**config.mk**
```make
export PLATFORM = sky130hd
export DESIGN_NAME = fifo_irq_ctrl
export DESIGN_NICKNAME = d
export VERILOG_FILES = /design/src/rtl/fic_pkg.sv /design/src/rtl/fic_ctrl.sv /design/src/rtl/fic_datapath.sv /design/src/rtl/fifo_irq_ctrl.sv
export SDC_FILE = /design/constraint.sdc
export NUM_CORES = 1
export LEC_CHECK = 0
export BUFFER_PORTS_ARGS = -buffer_cell sky130_fd_sc_hd__buf_4
export CAP_MARGIN = 15
export CELL_PAD_IN_SITES_DETAIL_PLACEMENT = 1
export CELL_PAD_IN_SITES_GLOBAL_PLACEMENT = 1
export CORE_MARGIN = 2
export CORE_UTILIZATION = 34
export DETAILED_ROUTE_END_ITERATION = 10
export GPL_TIMING_DRIVEN = 0
export MAX_ROUTING_LAYER = met4
export PLACE_DENSITY_LB_ADDON = 0.1
export SLEW_MARGIN = 0
export SYNTH_ARGS = -nofsm -noshare
export SYNTH_HDL_FRONTEND = slang
export SYNTH_HIERARCHICAL = 1
export SYNTH_SLANG_ARGS = --single-unit
```
**constraint.sdc**
```tcl
create_clock -name clk -period 7.9 [get_ports clk]
set_input_delay 1.975 -clock clk [delete_from_list [all_inputs] [get_ports clk]]
set_output_delay 1.975 -clock clk [all_outputs]
set_load 0.05 [all_outputs]
```
**src/rtl/fic_pkg.sv**
```systemverilog
package fic_pkg;
  localparam int OFS_STATUS = 'h04;
  localparam int OFS_SET    = 'h08;
  localparam int OFS_CLR    = 'h0C;
  localparam int OFS_MASK   = 'h10;
  localparam int OFS_TXWM   = 'h28;
  localparam int OFS_RXWM   = 'h2C;

  localparam int NUM_BITS     = 7;
  localparam int BIT_RX_OVF   = 0;
  localparam int BIT_TX_LOW   = 2;
  localparam int BIT_TX_FULL  = 3;
  localparam int BIT_RX_AVAIL = 4;
  localparam int BIT_RX_FULL  = 5;
  localparam int BIT_TX_UNDER = 6;

  localparam logic [NUM_BITS-1:0] IMPL_BITS   = 7'b111_1101;
  localparam logic [NUM_BITS-1:0] STICKY_BITS = 7'b100_0001;

  typedef enum logic [2:0] {
    SEL_NONE, SEL_STATUS, SEL_MASK, SEL_TXWM, SEL_RXWM
  } rdSel_e;

  typedef struct packed {
    logic   clrStatus;
    logic   setMask;
    logic   clrMask;
    logic   loadTxWm;
    logic   loadRxWm;
    rdSel_e rdSel;
  } strobe_t;
endpackage

```
**src/rtl/fic_ctrl.sv**
```systemverilog
module fic_ctrl
  import fic_pkg::*;
#(
  parameter int ADDR_W = 8
) (
  input  logic              wrEn,
  input  logic [ADDR_W-1:0] addr,
  output strobe_t           strobe
);
  always_comb begin
    strobe = '0;
    case (addr)
      ADDR_W'(OFS_STATUS): begin
        strobe.rdSel     = SEL_STATUS;
        strobe.clrStatus = wrEn;
      end
      ADDR_W'(OFS_SET):  strobe.setMask = wrEn;
      ADDR_W'(OFS_CLR):  strobe.clrMask = wrEn;
      ADDR_W'(OFS_MASK): strobe.rdSel   = SEL_MASK;
      ADDR_W'(OFS_TXWM): begin
        strobe.rdSel    = SEL_TXWM;
        strobe.loadTxWm = wrEn;
      end
      ADDR_W'(OFS_RXWM): begin
        strobe.rdSel    = SEL_RXWM;
        strobe.loadRxWm = wrEn;
      end
      default: strobe.rdSel = SEL_NONE;
    endcase
  end
endmodule

```
**src/rtl/fic_datapath.sv**
```systemverilog
module fic_datapath
  import fic_pkg::*;
#(
  parameter int DEPTH   = 63,
  parameter int LEVEL_W = 6,
  parameter int DATA_W  = 32
) (
  input  logic                clk,
  input  logic                rstN,
  input  strobe_t             strobe,
  input  logic [DATA_W-1:0]   wrData,
  input  logic [LEVEL_W-1:0]  txLevel,
  input  logic [LEVEL_W-1:0]  rxLevel,
  input  logic                rxOverflowPulse,
  input  logic                txUnderflowPulse,
  output logic [DATA_W-1:0]   rdData,
  output logic [NUM_BITS-1:0] statusWord,
  output logic [NUM_BITS-1:0] maskWord,
  output logic                irq
);
  localparam logic [LEVEL_W-1:0] FULL_LEVEL = LEVEL_W'(DEPTH);

  logic [NUM_BITS-1:0] stickyBits;
  logic [NUM_BITS-1:0] liveBits;
  logic [NUM_BITS-1:0] maskQ;
  logic [LEVEL_W-1:0]  txWmQ;
  logic [LEVEL_W-1:0]  rxWmQ;
  logic [NUM_BITS-1:0] wrBits;
  logic                unusedBits;

  assign wrBits     = wrData[NUM_BITS-1:0] & IMPL_BITS;
  assign unusedBits = ^wrData;

  for (genvar i = 0; i < NUM_BITS; i++) begin : g_bit
    if (STICKY_BITS[i]) begin : g_sticky
      logic evt;
      logic q;
      if (i == BIT_RX_OVF) begin : g_ovf
        assign evt = rxOverflowPulse;
      end else begin : g_und
        assign evt = txUnderflowPulse;
      end
      always_ff @(posedge clk) begin
        if (!rstN)                              q <= 1'b0;
        else if (evt)                           q <= 1'b1;
        else if (strobe.clrStatus && wrData[i]) q <= 1'b0;
      end
      assign stickyBits[i] = q;
    end else begin : g_level
      assign stickyBits[i] = 1'b0;
    end
  end

  always_comb begin
    liveBits               = '0;
    liveBits[BIT_TX_LOW]   = txLevel < txWmQ;
    liveBits[BIT_TX_FULL]  = txLevel == FULL_LEVEL;
    liveBits[BIT_RX_AVAIL] = rxLevel >= rxWmQ;
    liveBits[BIT_RX_FULL]  = rxLevel == FULL_LEVEL;
  end

  assign statusWord = stickyBits | liveBits;
  assign maskWord   = maskQ;

  always_ff @(posedge clk) begin
    if (!rstN) begin
      maskQ <= '0;
      txWmQ <= LEVEL_W'(1);
      rxWmQ <= LEVEL_W'(1);
      irq   <= 1'b0;
    end else begin
      if (strobe.setMask)  maskQ <= maskQ | wrBits;
      if (strobe.clrMask)  maskQ <= maskQ & ~wrBits;
      if (strobe.loadTxWm) txWmQ <= wrData[LEVEL_W-1:0];
      if (strobe.loadRxWm) rxWmQ <= wrData[LEVEL_W-1:0];
      irq <= |(statusWord & maskQ);
    end
  end

  always_comb begin
    case (strobe.rdSel)
      SEL_STATUS: rdData = DATA_W'(statusWord);
      SEL_MASK:   rdData = DATA_W'(maskQ);
      SEL_TXWM:   rdData = DATA_W'(txWmQ);
      SEL_RXWM:   rdData = DATA_W'(rxWmQ);
      default:    rdData = '0;
    endcase
  end
endmodule

```
**src/rtl/fifo_irq_ctrl.sv**
```systemverilog
module fifo_irq_ctrl
  import fic_pkg::*;
#(
  parameter int DEPTH   = 63,
  parameter int ADDR_W  = 8,
  parameter int DATA_W  = 32,
  localparam int LEVEL_W = $clog2(DEPTH + 1)
) (
  input  logic               clk,
  input  logic               rstN,
  input  logic               wrEn,
  input  logic [ADDR_W-1:0]  addr,
  input  logic [DATA_W-1:0]  wrData,
  output logic [DATA_W-1:0]  rdData,
  input  logic [LEVEL_W-1:0] txLevel,
  input  logic [LEVEL_W-1:0] rxLevel,
  input  logic               rxOverflowPulse,
  input  logic               txUnderflowPulse,
  output logic               irq
);
  strobe_t             strobe;
  logic [NUM_BITS-1:0] statusWord;
  logic [NUM_BITS-1:0] maskWord;

  fic_ctrl #(.ADDR_W(ADDR_W)) u_ctrl (
    .wrEn   (wrEn),
    .addr   (addr),
    .strobe (strobe)
  );

  fic_datapath #(.DEPTH(DEPTH), .LEVEL_W(LEVEL_W), .DATA_W(DATA_W)) u_dp (
    .clk              (clk),
    .rstN             (rstN),
    .strobe           (strobe),
    .wrData           (wrData),
    .txLevel          (txLevel),
    .rxLevel          (rxLevel),
    .rxOverflowPulse  (rxOverflowPulse),
    .txUnderflowPulse (txUnderflowPulse),
    .rdData           (rdData),
    .statusWord       (statusWord),
    .maskWord         (maskWord),
    .irq              (irq)
  );
endmodule

```
# Word level (Yosys, flattened, before mapping)
# Index checks and enable logic that the tools add are counted.
[totals]
ff_bits = 22
in_bits = 57
output_inout_bits = 33
word_cells = 44
[op_classes]
magnitude_cmp = 2
n_eq_ne = 12
n_mux = 13
n_bitwise = 5
n_reduce_logical = 6
[op_table]
columns = ["operator", "count"]
rows = [
  ["one-hot mux 7 bit (4 select lines)", 1],
  ["== test 8 x 4 -> 1 bit, second input constant", 2],
  ["== test 8 x 6 -> 1 bit, second input constant", 2],
  ["bitwise AND 7 bit", 2],
  ["2-to-1 mux 7 bit", 2],
  ["== test 6 bit, second input constant", 2],
  ["one-hot mux 3 bit (4 select lines)", 1],
  ["2-to-1 mux 1 bit", 9],
  ["== test 8 x 3 -> 1 bit, second input constant", 1],
  ["== test 8 x 5 -> 1 bit, second input constant", 1],
  ["inverter 7 bit", 1],
  ["OR 7 x 6 -> 7 bit", 1],
  ["OR 7 bit", 1],
  ["OR reduction 7 bit", 1],
  ["== test 3 x 2 -> 1 bit, second input constant", 2],
  [">= comparator 6 bit", 1],
  ["less-than comparator 6 bit", 1],
  ["nonzero test 2 bit", 3],
  ["== test 3 x 1 -> 1 bit, second input constant", 1],
  ["== test 3 bit, second input constant", 1],
  ["logical AND 1 bit", 2],
]

# Depth between registers and ports, before layout
[logic_depth]
depth_word = 5
ltp_mapped = 8
ltp_nobuf = 7

# Hierarchy
# Netlist, hierarchy kept.
[by_module_without_submodules]
columns = ["mod", "instances", "cells_per_inst", "area_each_um2", "seq_area_each_um2"]
rows = [
  ["fic_datapath", 1, 196, 1570.3, 420.4],
  ["fic_ctrl", 1, 22, 173.9, 0.0],
]

# Worst setup path after synthesis
# No wires, ideal clock.
[synth_path]
path_kind = "input port to output port"
startpoint = "input port addr[4]"
endpoint = "output port rdData[4]"
arrival_time_ns = 4.235
t_required_ns = 5.925
slack_ns = 1.690
cell_stages = 6
n_path_buf = 2
cell_sequence = "or3_1 buf_6 a211oi_2 buf_2 nand2b_1 o31ai_1"
[synth_lines]
columns = ["item", "line_no", "rtl"]
rows = [
  ["start, declared", "fifo_irq_ctrl.sv:12", "input logic [ADDR_W-1:0] addr,"],
  ["end, declared", "fifo_irq_ctrl.sv:14", "output logic [DATA_W-1:0] rdData,"],
]

==> impl_metrics.py <==
metrics = {
    "global_routing": {
        "grtUsageTotal": 0.181,
        "grt_pass1_vias": 1556,
        "grt_max_degree": 13,
        "grt_first_pass_wirelength_mm": 7.43,
        "antenna_found_initial": 0,
        "grt_overflow": 0,
    },
    "clock_network": {
        "clk_latency_ns": 0.26,
        "hold_buffers": 0,
        "post_cts_buffers": 0,
        "cts_root_buf": "clkbuf_8",
        "cts_tree": "done",
        "cts_sinks": 21,
        "htreeDepth": 1,
        "clkTransAtPathRegs_ns": 0.08,
        "cts-resized-gates": 0,
        "cts_buffer_depth": 2,
        "numCtsBuffers": 3,
    },
    "worst_hold_path": {
        "holdPathStages": 2,
        "hold_class": "register to register",
    },
    "detailed_routing": {
        "avgRoutedWirePerCell_um": 13.5,
        "final_antenna_net_count": 0,
        "routed_wirelength_mm": 4.68,
        "drt_iter0_drc": 38,
        "vias": 1604,
        "viasPerCell": 4.62,
        "drt_first_pass_iters": 3,
        "drc": 0,
    },
    "run": {
        "maxCapViolCount": 0,
    },
    "sta": {
        "tightest_slew_ns": 1.03,
        "fin_worst_skew_ns": 0.00487,
        "hold_viol": 0,
        "finalSetupViolCount": 0,
        "fin_crit_ns": 6.12,
        "slew_headroom": 0.307,
        "fin_ws_ns": 1.78,
        "maxSlewViolCount": 0,
        "fin_crit_sh": 0.774,
        "rsz0062_at_grt": "no",
        "max_freq_mhz": 164,
        "setup_tns_ns": 0,
    },
    "die": {
        "io_pins": 90,
        "dieArea_mm2": 0.00560,
        "core_mm2": 0.00479,
        "die_x_um": 74.9,
        "initial_core_util": 0.357,
        "num_rows": 25,
        "die_y_um": 74.9,
    },
    "synthesis": {
        "synth_cells": 212,
        "yosysWarningCount": 6,
        "syn_area_per_cell_um2": 8.05,
        "synthesis.area_mm2": 0.00171,
    },
    "cells_and_area": {
        "finish.utilization": 0.465,
        "drive_above_1_share": 0.311,
        "syn_to_final_growth_pct": 30.4,
        "fill_cells": 617,
        "nets": 349,
        "diodes": 0,
    },
    "setup_path": {
        "critical-path-top-delay-family": "simple AND/OR/NAND/NOR gates",
        "cp.required_ns": 5.93,
        "end_kind": "primary output",
        "start_kind": "primary input",
        "crit_chain": "buf_4 -> or3_1 -> buf_6 -> nor4_2 -> and2b_4 -> a22oi_1 -> a2bb2oi_1 -> o31ai_1 -> buf_4",
        "cpMostUsedCell": "buf_4",
        "crit_type": "primary input to primary output",
        "critical_path.max_stage_delay_ns": 0.53,
        "cp.buffers_inverters": 3,
        "r2r-end": "u_dp/irq$_SDFF_PN0_",
        "r2r-start": "u_dp/txWmQ[3]$_SDFFE_PN0P_",
        "rrSetupSlack_ns": 6.35,
        "worst_ep_arrival_time_ns": 4.14,
        "path_max_fanout": 8,
        "r2r_cells": 6,
        "slowest_stage": "nor4_2",
    },
    "power_and_ir_drop": {
        "power_density_mw_per_mm2": 113,
        "power_uw": 251,
        "ir_worst_vdd_mv": 0.103,
        "leakagePower_uw": 0.000941,
    },
    "run_status": {
        "status": "complete, no violations",
    },
    "placement": {
        "hpwl_mm": 3.87,
        "routabilityCongestion": 0.843,
        "io_buffers": 39,
        "place_ws_ns": 1.79,
    },
}
-- metrics by stage --
stage	hold slack (ns)	instances	cell area [um2]
3_5_place_dp	0.489	343	2180
5_1_grt	0.545	347	2220
4_1_cts	0.514	347	2220
3_3_place_gp	0.484	342	2170
6_report	0.507	347	2220
2_1_floorplan	0.450	236	1800
-- tightest hold or removal path: cells and delay by family (launching register included) --
family,cells,cell delay [ns]
simple gates,1,0.07
flops,1,0.36
compound gates,1,0.05
-- metal layers --
layer / global-route usage / share of wire / up-vias
met5: - / 0 / -
met4: 0.0258 / 0.0077 / 0
met3: 0.0361 / 0.030 / 4
li1: - / - / 820
met1: 0.226 / 0.45 / 752
met2: 0.310 / 0.51 / 28
-- cells in the final DEF (no fill, tap or decap), types with 3 or more instances in the layout --
cell,instances
nand2_1,27
inv_1,16
nor2_1,7
mux2i_1,13
nor4_2,3
buf_4,64
o21ai_0,4
clkbuf_8,3
nor3_1,3
o21a_1,3
a21oi_1,11
ha_1,11
conb_1,25
a22oi_1,5
nand2b_1,4
nor2b_1,13
nand3b_1,4
buf_2,5
nor4_1,3
dfxtp_1,21
-- how the worst max path moves through the flow --
stage / from / end / slack (ns) / depth (start not counted)
detailed placement: addr[4] / rdData[4] / 1.79 / 9
global route: addr[4] / rdData[4] / 1.57 / 9
floorplan: addr[4] / rdData[4] / 1.69 / 6
CTS: addr[4] / rdData[4] / 1.75 / 9
global placement: addr[4] / rdData[4] / 1.78 / 9
finish: addr[4] / rdData[4] / 1.78 / 9
-- power by group --
part           internal (uW)  switching, uW
sequential               107          0.634
clock                   35.2           36.7
combinational           27.2           45.0
-- final cells by class --
cell class	instances	area [um2]	share of cell area
Clock inverter	1	5.00	0.00225
Clock buffer	3	41.3	0.0186
Multi-Input combinational cell	166	1090	0.488
Sequential cell	21	420	0.189
Tap cell	67	83.8	0.0377
Buffer	32	226	0.102
Inverter	17	63.8	0.0287
Timing Repair Buffer	40	298	0.134
Power figures use the tool's default switching activity.
